**src/rtl/lsd_pkg.sv**
```systemverilog
package lsd_pkg;
   // Default geometry of the divider stages.
   localparam int LSD_REF_W   = 6;
   localparam int LSD_FB_W    = 8;
   localparam int LSD_POST_CW = 3;
   localparam int LSD_POST_N  = 2;

   // XNOR feedback tap masks (bit i set means state bit i feeds back).
   localparam logic [LSD_REF_W-1:0] LSD_REF_TAPS = 6'h30;
   localparam logic [LSD_FB_W-1:0]  LSD_FB_TAPS  = 8'h8E;
endpackage

```
**src/rtl/lsd_lfsr_div.sv**
```systemverilog
module lsd_lfsr_div #(
   parameter int            W    = 6,
   parameter logic [W-1:0]  TAPS = 6'h30
) (
   input  logic          clk,
   input  logic          rst_n,
   input  logic [W-1:0]  reload,
   output logic          tick,
   output logic          div_out
);
   // Terminal state sits outside the XNOR cycle (all-ones lockup state);
   // the chain leaves the cycle at all-zeros and enters the terminal.
   localparam logic [W-1:0] TERM = {W{1'b1}};
   localparam logic [W-1:0] LAST = {W{1'b0}};

   if (W < 2) begin : g_bad_width
      $error("lsd_lfsr_div: W must be at least 2");
   end
   if (TAPS[W-1] != 1'b1) begin : g_bad_taps
      $error("lsd_lfsr_div: top bit of TAPS must be set");
   end

   logic [W-1:0] st;
   logic [W-1:0] st_nx;
   logic         fb_bit;
   logic         at_term;

   assign fb_bit  = ~^(st & TAPS);
   assign at_term = (st == TERM);

   always_comb begin
      if (at_term)           st_nx = reload;
      else if (st == LAST)   st_nx = TERM;
      else                   st_nx = {st[W-2:0], fb_bit};
   end

   always_ff @(posedge clk or negedge rst_n) begin
      if (!rst_n) begin
         st      <= TERM;
         div_out <= 1'b0;
      end else begin
         st <= st_nx;
         if (at_term) div_out <= ~div_out;
      end
   end

   assign tick = at_term;
endmodule

```
**src/rtl/lsd_post_stage.sv**
```systemverilog
module lsd_post_stage #(
   parameter int CW = 3
) (
   input  logic          clk,
   input  logic          rst_n,
   input  logic          en,
   input  logic [CW-1:0] code,
   output logic          tick
);
   // Counts upward from the code to all-ones: (2**CW - code) enabled steps.
   localparam logic [CW-1:0] TOP = {CW{1'b1}};

   if (CW < 1) begin : g_bad_cw
      $error("lsd_post_stage: CW must be at least 1");
   end

   logic [CW-1:0] cnt;
   logic          wrap;

   assign wrap = (cnt == TOP);
   assign tick = en & wrap;

   always_ff @(posedge clk or negedge rst_n) begin
      if (!rst_n)      cnt <= TOP;
      else if (en)     cnt <= wrap ? code : cnt + CW'(1);
   end
endmodule

```
**src/rtl/lfsr_synth_divider.sv**
```systemverilog
module lfsr_synth_divider
   import lsd_pkg::*;
#(
   parameter int                  REF_W    = LSD_REF_W,
   parameter logic [REF_W-1:0]    REF_TAPS = LSD_REF_TAPS,
   parameter int                  FB_W     = LSD_FB_W,
   parameter logic [FB_W-1:0]     FB_TAPS  = LSD_FB_TAPS,
   parameter int                  POST_CW  = LSD_POST_CW,
   parameter int                  POST_N   = LSD_POST_N
) (
   input  logic                        clk,
   input  logic                        rst_n,
   input  logic [REF_W-1:0]            ref_reload,
   input  logic [FB_W-1:0]             fb_reload,
   input  logic [POST_N*POST_CW-1:0]   post_code,
   output logic                        ref_tick,
   output logic                        ref_clk,
   output logic                        fb_tick,
   output logic                        fb_clk,
   output logic                        post_tick,
   output logic                        post_clk
);
   localparam int POST_CODE_W = POST_N * POST_CW;

   if (POST_N < 1) begin : g_bad_post
      $error("lfsr_synth_divider: POST_N must be at least 1");
   end
   if (POST_CODE_W > 32) begin : g_bad_post_w
      $error("lfsr_synth_divider: post code wider than 32 bits");
   end

   lsd_lfsr_div #(.W(REF_W), .TAPS(REF_TAPS)) u_ref (
      .clk     (clk),
      .rst_n   (rst_n),
      .reload  (ref_reload),
      .tick    (ref_tick),
      .div_out (ref_clk)
   );

   lsd_lfsr_div #(.W(FB_W), .TAPS(FB_TAPS)) u_fb (
      .clk     (clk),
      .rst_n   (rst_n),
      .reload  (fb_reload),
      .tick    (fb_tick),
      .div_out (fb_clk)
   );

   // Cascade: each stage advances only on the wrap of the stage before it.
   logic [POST_N:0] en_chain;
   assign en_chain[0] = 1'b1;

   for (genvar i = 0; i < POST_N; i++) begin : g_post
      lsd_post_stage #(.CW(POST_CW)) u_stage (
         .clk   (clk),
         .rst_n (rst_n),
         .en    (en_chain[i]),
         .code  (post_code[i*POST_CW +: POST_CW]),
         .tick  (en_chain[i+1])
      );
   end

   assign post_tick = en_chain[POST_N];

   always_ff @(posedge clk or negedge rst_n) begin
      if (!rst_n)         post_clk <= 1'b0;
      else if (post_tick) post_clk <= ~post_clk;
   end
endmodule

```
**config.mk**
```make
export PLATFORM = sky130hd
export DESIGN_NAME = lfsr_synth_divider
export DESIGN_NICKNAME = d
export VERILOG_FILES = /design/src/rtl/lsd_pkg.sv /design/src/rtl/lsd_lfsr_div.sv /design/src/rtl/lsd_post_stage.sv /design/src/rtl/lfsr_synth_divider.sv
export SDC_FILE = /design/constraint.sdc
export NUM_CORES = 1
export LEC_CHECK = 0
export ABC_CLOCK_PERIOD_IN_PS = 2100
export BUFFER_PORTS_ARGS = -buffer_cell sky130_fd_sc_hd__buf_4
export CORE_ASPECT_RATIO = 0.8
export CORE_MARGIN = 2
export CORE_UTILIZATION = 30
export CTS_BUF_LIST = sky130_fd_sc_hd__clkbuf_16
export DETAILED_ROUTE_END_ITERATION = 8
export SYNTH_ARGS = -nofsm -noshare
export SYNTH_HDL_FRONTEND = slang
export SYNTH_SLANG_ARGS = --single-unit
```
**constraint.sdc**
```tcl
create_clock -name clk -period 2.1 [get_ports clk]
set_input_delay 0 -clock clk [delete_from_list [all_inputs] [get_ports clk]]
set_output_delay 0 -clock clk [all_outputs]
set_load 0.01 [all_outputs]
```
---- Yosys cells after proc, flatten, opt, wreduce, memory -nomap -nowiden ----
Cells that the tools add are included.
word-level totals
  flip-flop bits (word level) ............. 23
  output and inout bits ................... 6
operators by class
  equality and inequality tests ........... 4
  add/sub/neg operators ................... 2
  mux-type cells .......................... 6
  reduce and logical (&&, ||, !) cells .... 4
  bitwise logic cells ..................... 4
operator list
  kind                   count
  $mux W8                2
  $mux W6                2
  $eq A8 B8 Y1 const B   1
  $logic_not A8 Y1       1
  $reduce_xnor A8 Y1     1
  $add A3 B1 Y3 const B  2
  $eq A3 B3 Y1 const B   2
  $eq A6 B6 Y1 const B   1
  $logic_not A6 Y1       1
  $mux W3                2
  $reduce_xnor A6 Y1     1
  $not A1 Y1             3
  $and A1 B1 Y1          1

---- Longest topological paths before layout ----
Gate-level depths: netlist (run 1).
  depth in word-level cells ............... 3
  gate-level depth with buffers ........... 5
  mapped depth without buffers ............ 5

---- Modules after synthesis ----
From an unflattened synthesis (run 1), not the netlist that was laid out.
second synthesis, totals
  cells, all modules ...................... 98
  area total of the unflattened synthesis .. 1,157.4 sq um
by module, submodules not included
  module                area an instance (sq um)  times used  seq. area each (sq um)  cells an instance
  lsd_lfsr_div (u_fb)   427.9                     1           235.2                   36
  lsd_post_stage        180.2                     2           78.8                    17
  lsd_lfsr_div (u_ref)  331.6                     1           182.7                   25
  lfsr_synth_divider    37.5                      1           25.0                    3

---- Worst setup path before layout (run 1) ----
OpenSTA, ideal clock, no wires.
  path kind ............................... register -> register
  start ................................... reg u_fb.st[2]
  end ..................................... reg u_fb.st[0]
  data arrival time ....................... 1.458 ns
  setup time .............................. 0.087 ns
  data required time ...................... 2.013 ns
  stages on the path, launching flop included .. 6
  path slack .............................. 0.556 ns
  cells stage by stage .................... dfstp_2 -> inv_1 -> ha_1 -> xnor3_1 -> o21bai_1 -> o2bb2ai_1
on the way
  word-level cells in the longest chain between the ends .. 3
ends and longest elaborated chain
  element                                                 line                                    RTL
  start: declaration                                      lsd_lfsr_div.sv:23                      logic [W-1:0] st;
  start signal: assignment                                lsd_lfsr_div.sv:42                      st <= st_nx;
  $reduce_xnor A8 Y1 or $logic_not A8 Y1 (tied branches)  lsd_lfsr_div.sv:28, lsd_lfsr_div.sv:33
  $mux W8                                                 lsd_lfsr_div.sv:33                      else if (st == LAST) st_nx = TERM;
  $mux W8 *                                               lsd_lfsr_div.sv:32                      if (at_term) st_nx = reload;
  named net u_fb.st_nx[0]                                 lsd_lfsr_div.sv:24                      logic [W-1:0] st_nx;
Mark *: on every way through the listed nets, which the timed path passes. The rest lies on a longest branch.
A chain may end at the register's enable or synchronous reset.

---- Worst setup path in the final report (run 1) ----
  start ................................... reg u_fb.st[2]
  end ..................................... out fb_tick
on the way
  word-level cells in the longest chain between the ends .. 1
ends and longest elaborated chain
  element           line                      RTL
  $eq A8 B8 Y1      lsd_lfsr_div.sv:29        assign at_term = (st == TERM);
  end: declaration  lfsr_synth_divider.sv:18  output logic fb_tick,
No other way between the ends.

==> results of run 1 <==
cell usage in the layout, fill, tap and decap left out, types with 3 or more instances in the layout:
cell / instances
ha_1: 8
nand2_1: 4
o22a_1: 4
a21oi_1: 14
dlygate4sd3_1: 11
buf_4: 27
mux2i_1: 4
inv_1: 10
clkbuf_16: 3
dfstp_2: 20
dfrtp_1: 3
o31ai_1: 5
nor2_1: 5
power groups by stage:
stage | Combinational, W | Sequential (W) | Clock, W
2_1_floorplan | 0.000707 | 0.000952 | 0
3_3_place_gp | 0.000841 | 0.00101 | 0
3_5_place_dp | 0.000884 | 0.00103 | 0
4_1_cts | 0.000901 | 0.00103 | 0.000418
5_1_grt | 0.00104 | 0.00107 | 0.000440
6_report | 0.000882 | 0.00103 | 0.000403
per-stage QoR:
stage               setup WS [ns]  cell area, µm²  hold slack, ns
CTS                         0.414            1640          0.0367
detailed placement          0.481            1450         -0.0889
finish                      0.434            1640          0.0359
global placement            0.538            1450         -0.0907
floorplan                   0.556            1190          -0.296
global route                0.323            1640          0.0360
Yosys cell counts, drive strengths merged, types with 2 or more instances:
cell type | number | area share
nor3 | 2 | 0.0084
dfstp | 20 | 0.44
a21oi | 14 | 0.059
ha | 8 | 0.084
clkbuf | 2 | 0.0063
o22a | 4 | 0.029
a31oi | 2 | 0.011
mux2i | 4 | 0.034
xnor2 | 2 | 0.015
inv | 10 | 0.032
nand3 | 2 | 0.0084
and2 | 2 | 0.011
mux2 | 2 | 0.019
nand2 | 4 | 0.013
nor2 | 5 | 0.016
dfrtp | 3 | 0.063
o31ai | 5 | 0.032
registers in the layout (all words and copies together), names as in the netlist:
signal / count
g_post.u_stage.cnt: 6
u_fb.st: 8
u_ref.st: 6
u_ref.div_out: 1
post_clk: 1
u_fb.div_out: 1
tightest hold or removal path, cell delays in order:
cell,delay [ns]
buf_4,0.08
nor3_1,0.04
a31oi_1,0.13
cell type report:
cell class	instances	area [µm²]
clock buffer	3	75.1
tap	55	68.8
multi-input combinational	68	538
timing repair buffer	38	313
fill	379	2170
sequential	23	601
clock inverter	1	5.00
inverter	10	37.5
path summary, 6_finish.rpt:
kind / startpoint / endpoint / slack, ns
setup / recovery: u_fb.st[2] / fb_tick / 0.43
hold / removal: fb_reload[3] / u_fb.st[3] / 0.04
setup reg to reg: u_fb.st[2] / u_fb.st[0] / 0.47
hold reg to reg: u_fb.div_out / u_fb.div_out / 0.47
max in group asynchronous: rst_n / u_fb.st[3] / 1.64
min in group asynchronous: rst_n / u_fb.div_out / 0.18
routing by layer:
layer | wire [µm] | part of all wire | vias to the layer above
met4 | 0 | 0 | 0
met3 | 85 | 0.036 | 0
li1 | - | - | 451
met1 | 1120 | 0.47 | 433
met2 | 1160 | 0.49 | 16
met5 | 0 | 0 | -
kinds of logic after synthesis:
| family | after synthesis |
|---|---|
| AO/OA/AOI/OAI | 29 |
| multiplexers | 6 |
| flip-flops | 23 |
| AND/OR/NAND/NOR | 21 |
| buffers and inverters | 13 |
| XOR/XNOR | 4 |
| adder cells (fa/ha/maj) | 8 |
timing repair:
| action | 4_1_cts | 5_1_grt |
|---|---|---|
| setup buffers | 0 | 0 |
| hold endpoints to repair | 33 | 0 |
| hold buffers | 11 | 0 |
==> summary.md, run 1 <==
| Metric | Value |
|---|---|
| Post-Route WL | around 2400 µm |
| Synth Area in XOR/XNOR | 0.0411 |
| Simple-Gate Fraction of Synth Area | 0.118 |
| # setup viols final | 0 |
| Final net count | 174 |
| GR Util met3 | 0.0354 |
| Slowest library cell on the worst path | dfstp_2 |
| IO buf count | 27 |
| All-Layer GR Usage | 0.121 |
| Layout cells sized above 1 | 0.399 |
| Finished Core Util | 0.431 |
| Cells on worst reg2reg path | 5 |
| Initial antenna violation count | 0 |
| Main synth FF type | dfstp_2 |
| Total chip power | around 0.0023 W |
| Via density | 4.55 |
| Asr flop ratio synth | 1.00 |
| Period utilization | 0.793 |
| Iter 0 DRT Violations | 21 |
| Hold Crit Class | input pin to register |
| I/O pin count | 28 |
| CP Depth | 5 |
| First-pass GRT wire length | 4130 µm |
| Clock skew | 0.00223 ns |
| Worst Path Buf+Inv | 2 |
| FF+latch count, synth | 23 |
| CP arrival | between 1.5 and 2 ns |
| Met2 Use GR | 0.210 |
| Finished Layout Cells | roughly 200 |
| Placed insts | approximately 180 |
| EDFF count, synth | 0 |
| # H-tree levels | 1 |
| 1st-pass router iterations | 4 |
| Crit end category | primary output |
| Routed WL per cell | between 10 and 15 µm |
| Chip width | approximately 74 µm |
| Total of max-cap violations | 0 |
| DRC viols | 0 |
| Maximum clock frequency | 0.600 GHz |
| CP Data Required Time | 2.10 ns |
| Compound-Gate Fraction of Synth Area | 0.157 |
| Total congestion overflow | 0 |
| Clock transition at path regs | approximately 0.06 ns |
| RSZ-0062 raised after global routing | false |
| Setup TNS | 0 ns |
| Die area | between 4000 and 5000 µm² |
| Final GP Congestion | ~0.76 |
| Worst slew pin tran | 0.418 ns |
| Initial Utilization | 0.313 |
| Core Footprint | 3800 µm² |
| Part of the power in the clock network | 0.174 |
| Antenna diode count | 0 |
| Family with the most delay on the worst path | flip-flops |
| Clock sinks | 23 |
| Routed vias | 900 |
| Vias in the first global route | approximately 900 |
| Seq pwr share | 0.445 |
| Main combinational cell family by area after synthesis | compound AO/OA/AOI/OAI gates |
| Cells along the critical path | ha_1, nand4_4, or2_4, inv_1, buf_4 |
| Dpl hpwl | 1720 µm |
| Peak supply drop | ~710 µV |
| CTS buffer count | 3 |
| Busiest layer in global routing | met2 |
| YS warnings | 0 |
| Resize count post-CTS | 0 |
| Rows | 20 |
| Combinational share of power | 0.381 |
| Max Slew Vio Count | 0 |
| Slew margin rel. | 0.720 |
| WS Path Type | register to primary output |
| Pwr Density | 1410 nW/µm² |
| CTS tree | done |
| Outcome | complete, no violations |
| Later-pin clock latency in the skew report | roughly 0.25 ns |
| Switching power | between 0.0007 and 0.0008 W |
| Largest net degree at the start of global routing | 24 |
| Final Critical Period | between 1.5 and 2 ns |
| Post-Syn Nets | approximately 130 |
| Crit-path max cell delay | about 0.54 ns |
| Synth unique cells | 30 |
| Pleak | approximately 0.74 nW |
| Multiplexer area fraction after synthesis | 0.0526 |
| Detail Route Antenna Nets | 0 |
| Post-synthesis area per instance | 11.4 µm² |
| Register area share after synthesis | 0.505 |
| GR Util met1 | 0.156 |
| Int Power | roughly 0.0016 W |
| Worst Path Max Fanout | 10 |
| Cells after Synth | between 100 and 150 |
| Root Buffer | clkbuf_16 |
| Clock tree buffer depth | 2 |
| Area grow syn2layout | 37.8% |
| Hold path depth | 3 |
| Mapped Area | 1190 µm² |
| Net Sw Frac | 0.330 |
| Hold Fails Final Rpt | 0 |
| Adder-Cell Fraction of Synth Area | 0.0842 |
| Critical Path Start Type | register |
| Die height | 60.3 µm |
(Power assumes the default switching activity.)
==> inputs of run 2 (changes only) <==
--- a/config.mk
+++ b/config.mk
@@ -5,7 +5,7 @@
 export SDC_FILE = /design/constraint.sdc
 export NUM_CORES = 1
 export LEC_CHECK = 0
-export ABC_CLOCK_PERIOD_IN_PS = 2100
+export ABC_CLOCK_PERIOD_IN_PS = 1600
 export BUFFER_PORTS_ARGS = -buffer_cell sky130_fd_sc_hd__buf_4
 export CORE_ASPECT_RATIO = 0.8
 export CORE_MARGIN = 2
==> constraint.sdc (replaced) <==
create_clock -name clk -period 1.6 [get_ports clk]
set_input_delay 0 -clock clk [delete_from_list [all_inputs] [get_ports clk]]
set_output_delay 0 -clock clk [all_outputs]
set_load 0.01 [all_outputs]
==> summary.md, run 2 (same netlist as run 1, synthesis figures left out) <==
| Metric | Value |
|---|---|
| Total of max-cap violations | 0 |
| Combinational share of power | 0.384 |
| Clock transition at path regs | around 0.06 ns |
| Max reg flops | 8 |
| # setup viols final | 0 |
| Placed insts | roughly 180 |
| Core Footprint | approximately 3800 µm² |
| Int Power | roughly 0.0020 W |
| Detail Route Antenna Nets | 0 |
| Largest net degree at the start of global routing | 24 |
| Clock sinks | 23 |
| Routed WL per cell | between 10 and 15 µm |
| Slew margin rel. | 0.707 |
| Pre-CTS WS | -0.00255 ns |
| Later-pin clock latency in the skew report | roughly 0.25 ns |
| Outcome | complete, no violations |
| CTS tree | done |
| Crit end category | register |
| Rows | 20 |
| FF-to-FF setup slack | roughly 0.088 ns |
| Pwr Density | around 1800 nW/µm² |
| Final GP Congestion | 0.759 |
| IO buf count | 27 |
| DRC viols | 0 |
| Dpl hpwl | about 1700 µm |
| Top reg by flops | u_fb.st |
| Crit path from | u_fb.st[2] |
| Routed vias | slightly above 900 |
| Total chip power | about 0.0031 W |
| Via density | about 4.6 |
| Peak supply drop | 791 µV |
| Reg2reg end | u_fb.st[0] |
| Cells on worst reg2reg path | 5 |
| Maximum clock frequency | 0.662 GHz |
| Hold Crit Class | input pin to register |
| Seq pwr share | 0.443 |
| All-Layer GR Usage | 0.121 |
| Area grow syn2layout | 40.9% |
| Total congestion overflow | 0 |
| Fillers | 380 |
| Period utilization | 0.945 |
| Iter 0 DRT Violations | 20 |
| RSZ-0062 raised after global routing | false |
| Switching power | about 0.0010 W |
| Clock skew | 0.00114 ns |
| R2R Path Start | u_fb.st[2] |
| Final setup margin | 0.0884 ns |
| Layout cells sized above 1 | 0.425 |
| CTS buffer count | 3 |
| I/O pin count | 28 |
| Crit path to | u_fb.st[0] |
| 1st-pass router iterations | 4 |
| Hold_ws | 0.0536 ns |
| Chip width | between 70 and 80 µm |
| Critical Path Start Type | register |
| Die area | ~4500 µm² |
| Final net count | around 180 |
| Net Sw Frac | 0.335 |
| Commonest non-fill, non-tap cells in the layout | buf_4 (30), dfstp_2 (20), a21oi_1 (14), dlygate4sd3_1 (11), inv_1 (10) |
| Initial antenna violation count | 0 |
| Pleak | roughly 0.76 nW |
| Final Critical Period | between 1.5 and 2 ns |
| WS Path Type | register to register |
| Initial Utilization | 0.313 |
| Worst slew pin tran | roughly 0.44 ns |
| Post-Route WL | between 2000 and 2500 µm |
| CP arrival | ~1.7 ns |
| Finished Layout Cells | roughly 200 |
| Vias in the first global route | 931 |
| # H-tree levels | 1 |
| Die height | around 60 µm |
| Hold Fails Final Rpt | 0 |
| CP Data Required Time | approximately 1.8 ns |
| Clock tree buffer depth | 2 |
| Antenna diode count | 0 |
| First-pass GRT wire length | 4110 µm |
| Most common library cell in the layout ignoring fill and taps | buf_4 |
| Largest registers | u_fb.st x8, g_post.u_stage.cnt x6, u_ref.st x6 |
| Max Slew Vio Count | 0 |
| Part of the power in the clock network | 0.174 |
| Root Buffer | clkbuf_16 |
| Worst Path Max Fanout | 7 |
## run 2: area by class of cell
| type | instances | area (µm²) | share of cell area |
|---|---|---|---|
| clock inverter | 1 | 5.00 | 0.00299 |
| tap | 55 | 68.8 | 0.0411 |
| clock buffer | 3 | 75.1 | 0.0448 |
| timing repair buffer | 41 | 335 | 0.200 |
| sequential | 23 | 601 | 0.358 |
| inverter | 10 | 37.5 | 0.0224 |
| multi-input combinational | 68 | 553 | 0.330 |
## run 2: stage by stage
| step | utilization | cell area, µm² | TNS (ns) |
|---|---|---|---|
| 6_report | 0.440 | 1680 | 0 |
| 5_1_grt | 0.440 | 1680 | 0 |
| 4_1_cts | 0.437 | 1660 | 0 |
| 3_5_place_dp | 0.383 | 1460 | -0.00255 |
| 3_3_place_gp | 0.383 | 1460 | 0 |
| 2_1_floorplan | - | 1190 | 0 |
## run 2: power groups by stage
stage                     Clock [W]  Combinational (W)  Sequential, W
after floorplan                   0           0.000928        0.00125
after global placement            0            0.00112        0.00133
after detailed placement          0            0.00117        0.00135
after CTS                  0.000556            0.00117        0.00134
after global routing       0.000588            0.00135        0.00141
final                      0.000530            0.00117        0.00135
## run 2: critical path, cell delays in order, from the launching register on
cell and delay, ns:
dfstp_2 0.53, ha_1 0.18, nand4_4 0.10, buf_4 0.18
o31a_2 0.32, o2bb2ai_1 0.13
## run 2: routing by layer
metal  wire [µm]  up-vias  GRT usage
met2        1180       23      0.220
met1        1040      436      0.141
met5           0        -          0
met3         109        5     0.0405
met4          15        0     0.0230
li1            -      459          -
## run 2: what timing repair did
action                     in CTS  in global routing
setup endpoints to repair       2                  2
buffers inserted                2                  0
hold buffers                   11                  0
hold endpoints to repair       33                  0
resized for setup               0                  3
pin swaps                       2                  0
## run 2: worst min-delay path by stage
stage,start,end,slack [ns],cells after the start
floorplan,rst_n,post_clk,-0.30,0
global placement,rst_n,u_fb.div_out,-0.09,1
detailed placement,rst_n,u_fb.div_out,-0.09,1
CTS,fb_reload[3],u_fb.st[3],0.05,3
global route,fb_reload[3],u_fb.st[3],0.07,3
finish,fb_reload[4],u_fb.st[4],0.05,3
